<file path="src/rtl/silo_pkg.sv">
package silo_pkg;
  typedef enum logic {
    SIDE_LO = 1'b0,
    SIDE_HI = 1'b1
  } side_e;
endpackage

</file>
<file path="src/rtl/silo_queue.sv">
module silo_queue
  import silo_pkg::*;
#(
  parameter int BYTE_W = 8,
  parameter int DEPTH  = 3,
  parameter int CYL_W  = 9,
  parameter int SEC_W  = 6
) (
  input  logic              clk,
  input  logic              rst,
  input  logic              cmd_load,
  input  logic              gsta_load,
  input  logic [2*BYTE_W-1:0] gsta_word,
  input  logic              hdr_load,
  input  logic [CYL_W-1:0]  hdr_cyl,
  input  logic              hdr_head,
  input  logic [SEC_W-1:0]  hdr_sector,
  input  logic              rd_strobe,
  output logic [BYTE_W-1:0] rd_data,
  output logic              side_o
);
  localparam int WORD_W = 2 * BYTE_W;
  localparam int HDR_W  = CYL_W + 1 + SEC_W;

  logic [WORD_W-1:0] ent [DEPTH];
  side_e             side_q;
  logic [HDR_W-1:0]  hdr_raw;
  logic [WORD_W-1:0] hdr_word;
  logic              any_load;
  logic              advance;

  // Track number is cylinder*2 + head; the sector sits below it.
  assign hdr_raw  = {hdr_cyl, hdr_head, hdr_sector};
  assign hdr_word = WORD_W'(hdr_raw);
  assign any_load = gsta_load | hdr_load;
  assign advance  = rd_strobe & ~any_load & (side_q == SIDE_HI);

  for (genvar g = 0; g < DEPTH; g++) begin : g_ent
    logic [WORD_W-1:0] next_up;
    if (g < DEPTH - 1) begin : g_mid
      assign next_up = ent[g+1];
    end else begin : g_last
      assign next_up = ent[g];
    end
    always_ff @(posedge clk) begin
      if (rst) begin
        ent[g] <= '0;
      end else if (gsta_load) begin
        ent[g] <= gsta_word;
      end else if (hdr_load) begin
        ent[g] <= (g == 0) ? hdr_word : '0;
      end else if (advance) begin
        ent[g] <= next_up;
      end
    end
  end

  always_ff @(posedge clk) begin
    if (rst) begin
      side_q <= SIDE_LO;
    end else if (cmd_load) begin
      side_q <= SIDE_LO;
    end else if (rd_strobe && !any_load) begin
      side_q <= (side_q == SIDE_LO) ? SIDE_HI : SIDE_LO;
    end
  end

  always_ff @(posedge clk) begin
    if (rst) begin
      rd_data <= '0;
    end else if (rd_strobe && !any_load) begin
      rd_data <= (side_q == SIDE_HI) ? ent[0][WORD_W-1:BYTE_W] : ent[0][BYTE_W-1:0];
    end
  end

  assign side_o = (side_q == SIDE_HI);
endmodule

</file>
<file path="src/rtl/silo_flags.sv">
module silo_flags #(
  parameter int ERR_W = 12
) (
  input  logic             clk,
  input  logic             rst,
  input  logic             cmd_load,
  input  logic             ctl_ie,
  input  logic             done_set,
  input  logic [ERR_W-1:0] done_status,
  input  logic             skip_done_test,
  input  logic             skip_err_test,
  output logic             done_o,
  output logic             err_flag_o,
  output logic             irq_o,
  output logic             skip_done_o,
  output logic             skip_err_o
);
  logic [ERR_W-1:0] err_reg;
  logic [ERR_W-1:0] err_next;
  logic             ie_q;

  assign err_next = err_reg | done_status;

  always_ff @(posedge clk) begin
    if (rst) begin
      err_reg     <= '0;
      ie_q        <= 1'b0;
      done_o      <= 1'b0;
      err_flag_o  <= 1'b0;
      irq_o       <= 1'b0;
      skip_done_o <= 1'b0;
      skip_err_o  <= 1'b0;
    end else begin
      skip_done_o <= 1'b0;
      skip_err_o  <= 1'b0;
      if (cmd_load) begin
        ie_q       <= ctl_ie;
        err_reg    <= '0;
        done_o     <= 1'b0;
        err_flag_o <= 1'b0;
        irq_o      <= 1'b0;
      end else if (done_set) begin
        done_o     <= 1'b1;
        err_reg    <= err_next;
        err_flag_o <= err_flag_o | (|err_next);
        irq_o      <= ie_q;
      end else begin
        if (skip_done_test) begin
          skip_done_o <= done_o;
          done_o      <= 1'b0;
          irq_o       <= 1'b0;
        end
        if (skip_err_test) begin
          skip_err_o <= err_flag_o;
          err_flag_o <= 1'b0;
        end
      end
    end
  end
endmodule

</file>
<file path="src/rtl/status_silo.sv">
module status_silo #(
  parameter int BYTE_W = 8,
  parameter int DEPTH  = 3,
  parameter int CYL_W  = 9,
  parameter int SEC_W  = 6,
  parameter int ERR_W  = 12
) (
  input  logic                clk,
  input  logic                rst,
  input  logic                cmd_load,
  input  logic                ctl_ie,
  input  logic                gsta_load,
  input  logic [2*BYTE_W-1:0] gsta_word,
  input  logic                hdr_load,
  input  logic [CYL_W-1:0]    hdr_cyl,
  input  logic                hdr_head,
  input  logic [SEC_W-1:0]    hdr_sector,
  input  logic                rd_strobe,
  input  logic                done_set,
  input  logic [ERR_W-1:0]    done_status,
  input  logic                skip_done_test,
  input  logic                skip_err_test,
  output logic [BYTE_W-1:0]   rd_data,
  output logic                skip_done,
  output logic                skip_err,
  output logic                irq
);
  logic side_q;
  logic done_q;
  logic err_flag_q;

  silo_queue #(
    .BYTE_W(BYTE_W), .DEPTH(DEPTH), .CYL_W(CYL_W), .SEC_W(SEC_W)
  ) u_queue (
    .clk(clk), .rst(rst), .cmd_load(cmd_load),
    .gsta_load(gsta_load), .gsta_word(gsta_word),
    .hdr_load(hdr_load), .hdr_cyl(hdr_cyl), .hdr_head(hdr_head),
    .hdr_sector(hdr_sector), .rd_strobe(rd_strobe),
    .rd_data(rd_data), .side_o(side_q)
  );

  silo_flags #(.ERR_W(ERR_W)) u_flags (
    .clk(clk), .rst(rst), .cmd_load(cmd_load), .ctl_ie(ctl_ie),
    .done_set(done_set), .done_status(done_status),
    .skip_done_test(skip_done_test), .skip_err_test(skip_err_test),
    .done_o(done_q), .err_flag_o(err_flag_q), .irq_o(irq),
    .skip_done_o(skip_done), .skip_err_o(skip_err)
  );
endmodule

</file>
<file path="config.mk">
export PLATFORM = sky130hd
export DESIGN_NAME = status_silo
export DESIGN_NICKNAME = d
export VERILOG_FILES = /design/src/rtl/silo_pkg.sv /design/src/rtl/silo_queue.sv /design/src/rtl/silo_flags.sv /design/src/rtl/status_silo.sv
export SDC_FILE = /design/constraint.sdc
export NUM_CORES = 1
export LEC_CHECK = 0
export BUFFER_PORTS_ARGS = -buffer_cell sky130_fd_sc_hd__clkbuf_2
export CAP_MARGIN = 40
export CORE_MARGIN = 4
export CORE_UTILIZATION = 35
export CTS_CLUSTER_DIAMETER = 150
export CTS_CLUSTER_SIZE = 40
export DETAILED_ROUTE_END_ITERATION = 16
export MAX_ROUTING_LAYER = met4
export PLACE_DENSITY = 0.64
export SYNTH_ARGS = -nofsm -noshare
export SYNTH_HDL_FRONTEND = slang
export SYNTH_SLANG_ARGS = --single-unit
</file>
<file path="constraint.sdc">
create_clock -name clk -period 2.6 [get_ports clk]
set_clock_uncertainty 0.2 [all_clocks]
set_input_delay 0.26 -clock clk [delete_from_list [all_inputs] [get_ports clk]]
set_output_delay 0.26 -clock clk [all_outputs]
set_load 0.05 [all_outputs]
</file>
[Yosys cells after proc, flatten, opt, wreduce, memory -nomap -nowiden]
Memories as Yosys holds them, arrays and structs flattened.
Cells that the tools add are included.
Word-level totals
  bits in latches: 0
  logic and storage cells: 65
  output and inout bits: 11
  register bits after elaboration: 27
  memories: 1
  RAM bits: 48
  memory bits (read-only): 0
  input bits: 54
Operators by class
  reductions and logical operators: 8
  magnitude comparators: 0
  shifts and indexed selects: 0
  $mul: 0
  add/sub/neg operators: 0
  equality and inequality tests: 0
  multiplexer cells: 30
  bitwise operators: 17
  divide/modulo/power cells: 0
Memories
  u_queue.ent: depth 3, width 16, rd ports 3, clocked after Yosys merged registers in 0, wr ports 3, RTL line silo_queue.sv:25  | logic [WORD_W-1:0] ent [DEPTH];
Operator list (count)
  16-bit two-way mux: 9
  1-bit two-way mux: 20
  12-bit bitwise OR: 1
  12-bit OR reduction: 1
  1-bit bitwise OR: 11
  8-bit two-way mux: 1
  4-bit OR reduction: 2
  2-bit nonzero test: 2
  1-bit inverter: 3
  1-bit AND: 2
  2-bit OR reduction: 1
  1-bit logical AND: 1
  1-bit zero test: 1

[Longest topological paths before layout]
  depth after elaboration: 10
  gate-level depth with buffers: 5

[Cells and area by module]
From an unflattened synthesis, not the netlist that was laid out.
Unflattened totals
  cells, all modules: 237
  area, all modules: 3079.2 um^2
By module, submodules not included
  silo_queue: area each 2448.6 um^2, cells an instance 167, times used 1, sequential area each 1621.6 um^2
  silo_flags: area each 630.6 um^2, cells an instance 70, times used 1, sequential area each 360.3 um^2

[Least setup slack after synthesis]
OpenSTA, ideal clock, no wires.
  path type: input -> register
  start point: in rst
  end point: mem u_queue.ent[0][0] (netlist bit) (enable)
  stages: 3
  data arrival time: 1.756 ns
  path slack: 0.256 ns
  buffers on the path: 1
  cells stage by stage: clkbuf_1 or3_1 a21o_1
RTL lines
  from (decl): RTL line status_silo.sv:9  | input logic rst,
  to (decl): RTL line silo_queue.sv:25

==> run metrics <==
CP Buf/Inv Count=1; Detail Route Antenna Nets=0; critical path's top delay family=compound AO/OA/AOI/OAI gates; Post-synth EDFFs=48; hold_buf cts=16; Top Ports=65; Synth Instances=236; Placement Setup Slack=0.693 ns; layout cells sized above 1=31.4%; final worst slack=0.885 ns; status=complete, no violations; Final Cell Area=3890 um2; Area Growth Syn to Fin=27.4%; largest net degree at the start of global routing=33; DRC viols=0; Post-DP HPWL=roughly 4.4 mm; slowest CP cell=a221o_2; FMAX=about 0.58 GHz; Final Critical Period=1.72 ns; Root Buffer=clkbuf_8; number of CTS-inserted buffers=9; clock tree from TritonCTS=built; Vias=roughly 2,100; Layout Cells excl Fill=430; first-pass GRT wire length=roughly 11 mm; setup violators final=0; Crit path largest cell delay=0.42 ns; Net Count, Synth=290; Port Buffers=64; Max Slew Vio Count=0; Worst Path Arrival=around 1.6 ns; Rel. slew slack=a little over half; critical path capture point type=flip-flop; Clock Latency Late Sink=around 0.35 ns; CP Cell Sequence=and3_1 > buf_4 > a221o_2; average size of a mapped cell=12.9 um2; total power=2.66 mW; vias per inst=4.86; Initial Util=36.6%; DIE WIDTH=101 um; core area=around 8300 um2; Wirelength per Cell=15.2 um; number of synthesized register bits=75; Die Y=101 um; MaxCap Viol Count=0; number of DRC markers in iteration 0=67; Fillers=784; dominant cell type by area after synthesis=edfxtp_1; Placed Cells=398; top-area cell type share of the netlist area=47.2%; global placement routability congestion=0.770; number of antenna violations at the first check in global routing=0; largest cells by area after synthesis=edfxtp_1, dfxtp_1, a21o_1, a221o_2, nor2b_1; HP Class=input port to flip-flop; sequential element share of the synthesized area=64.9%; Setup TNS=0 ns; ys async rst share=0%; CP Max Fanout=32; Std-Cell Rows=33; antenna cells=0; Main synth FF type=edfxtp_1; depth of the CTS H-tree=3; final core area utilization=about 47%; WS Path Type=flip-flop to flip-flop; RSZ-0062 raised after global routing=false; total setup buffers inserted after CTS=0; vias in the first global route=approximately 2,200; CTS resizes=0; gr usage total=14.0%; max reg flops=48; fin crit share=66.0%; WL final=6.55 mm; Leak=1.71 nW; Pwr Density=683 nW/um2; CP startpoint kind=flip-flop; clk sinks=75; Cell variety after synth=28; DP Area=3490 um2; drt pass-1 iters=5; Max VDD drop=347 uV; grt ovf=0; yosys warns=0; Hold Violations, Final=0; maximum buffer depth of the clock tree=2; worst-margin pin slew=between 0.6 and 0.7 ns; post-synthesis cell area=3060 um2; data required time at the worst endpoint=2.49 ns; Final nets=374; Fin Hold WS=0.00921 ns; clk slew on worst S/H paths=0.08 ns; die area=approximately 10,000 um2
## Yosys cell counts (2+ instances only)
library cell and number:
edfxtp_1 48, a221o_1 6, nor3b_1 2, a21o_1 17, a221o_2 10, nor2_1 27
and3_1 4, and2_1 16, clkbuf_1 7, a211oi_1 8, buf_2 5, nor2b_1 18
buf_6 2, a21oi_1 14, mux2i_1 9, dfxtp_1 27, nor4_1 3, or4_1 3
## worst paths after layout
| path | end | slack [ns] | depth (start not counted) | startpoint |
|---|---|---|---|---|
| setup / recovery | u_queue.ent[0][8]$_DFFE_PP_ | 0.88 | 3 | u_queue.side_o$_SDFFE_PP0N_ |
| hold / removal | u_flags.ie_q$_SDFFE_PP0P_ | 0.009 | 3 | cmd_load |
| setup reg to reg | u_queue.ent[0][8]$_DFFE_PP_ | 0.88 | 3 | u_queue.side_o$_SDFFE_PP0N_ |
| hold reg to reg | u_flags.err_reg[5]$_SDFFE_PP0P_ | 0.27 | 2 | u_flags.err_reg[5]$_SDFFE_PP0P_ |
## logic make-up after synthesis
logic type,Yosys count,synth area share (%)
simple gates,77,13.9
xor+xnor,1,0.287
compound gates,57,15.1
mux,9,2.95
flops,75,64.9
buf+inv,17,2.91
## area by class of cell
| type | count | area (um2) | area share, % |
|---|---|---|---|
| clock buffers | 10 | 128 | 3.28 |
| multi-input cells | 144 | 990 | 25.4 |
| well taps | 105 | 131 | 3.37 |
| flip-flops and latches | 75 | 1980 | 50.9 |
| clock inverters | 6 | 111 | 2.86 |
| repair buffers | 88 | 544 | 14.0 |
| inverters | 2 | 7.51 | 0.193 |
## per-layer routing
layer / track usage, % / routed length (um) / vias up
li1: - / - / 1051
met1: 17.3 / 3060 / 966
met2: 21.3 / 3010 / 59
met3: 4.13 / 335 / 12
met5: - / 0 / -
met4: 5.83 / 150 / 0
## worst register-to-register path: cells and delay by family, from the launching register on
| family | cells | cell delay (ns) |
|---|---|---|
| buf+inv | 1 | 0.24 |
| flops | 1 | 0.41 |
| compound gates | 1 | 0.43 |
| simple gates | 1 | 0.19 |
## placed cells by master, fill, tap and decap left out, drive strengths merged, types with 3 or more instances in the layout
| master | count |
|---|---|
| clkbuf | 74 |
| edfxtp | 48 |
| nor2 | 27 |
| dfxtp | 27 |
| nor2b | 18 |
| a21o | 17 |
| and2 | 16 |
| dlygate4sd3 | 16 |
| a221o | 16 |
| a21oi | 14 |
| mux2i | 9 |
| a211oi | 8 |
| buf | 8 |
| and3 | 4 |
| or4 | 3 |
| nor4 | 3 |
| bufinv | 3 |
| nor3b | 3 |
| inv | 3 |
## power by group
part	internal, mW	total, mW	leakage (nW)	switching [mW]
clock	0.640	1.06	0.117	0.424
sequential	1.34	1.37	0.767	0.0252
combinational	0.108	0.230	0.829	0.122
No activity file was read; power rests on OpenSTA's default activity.
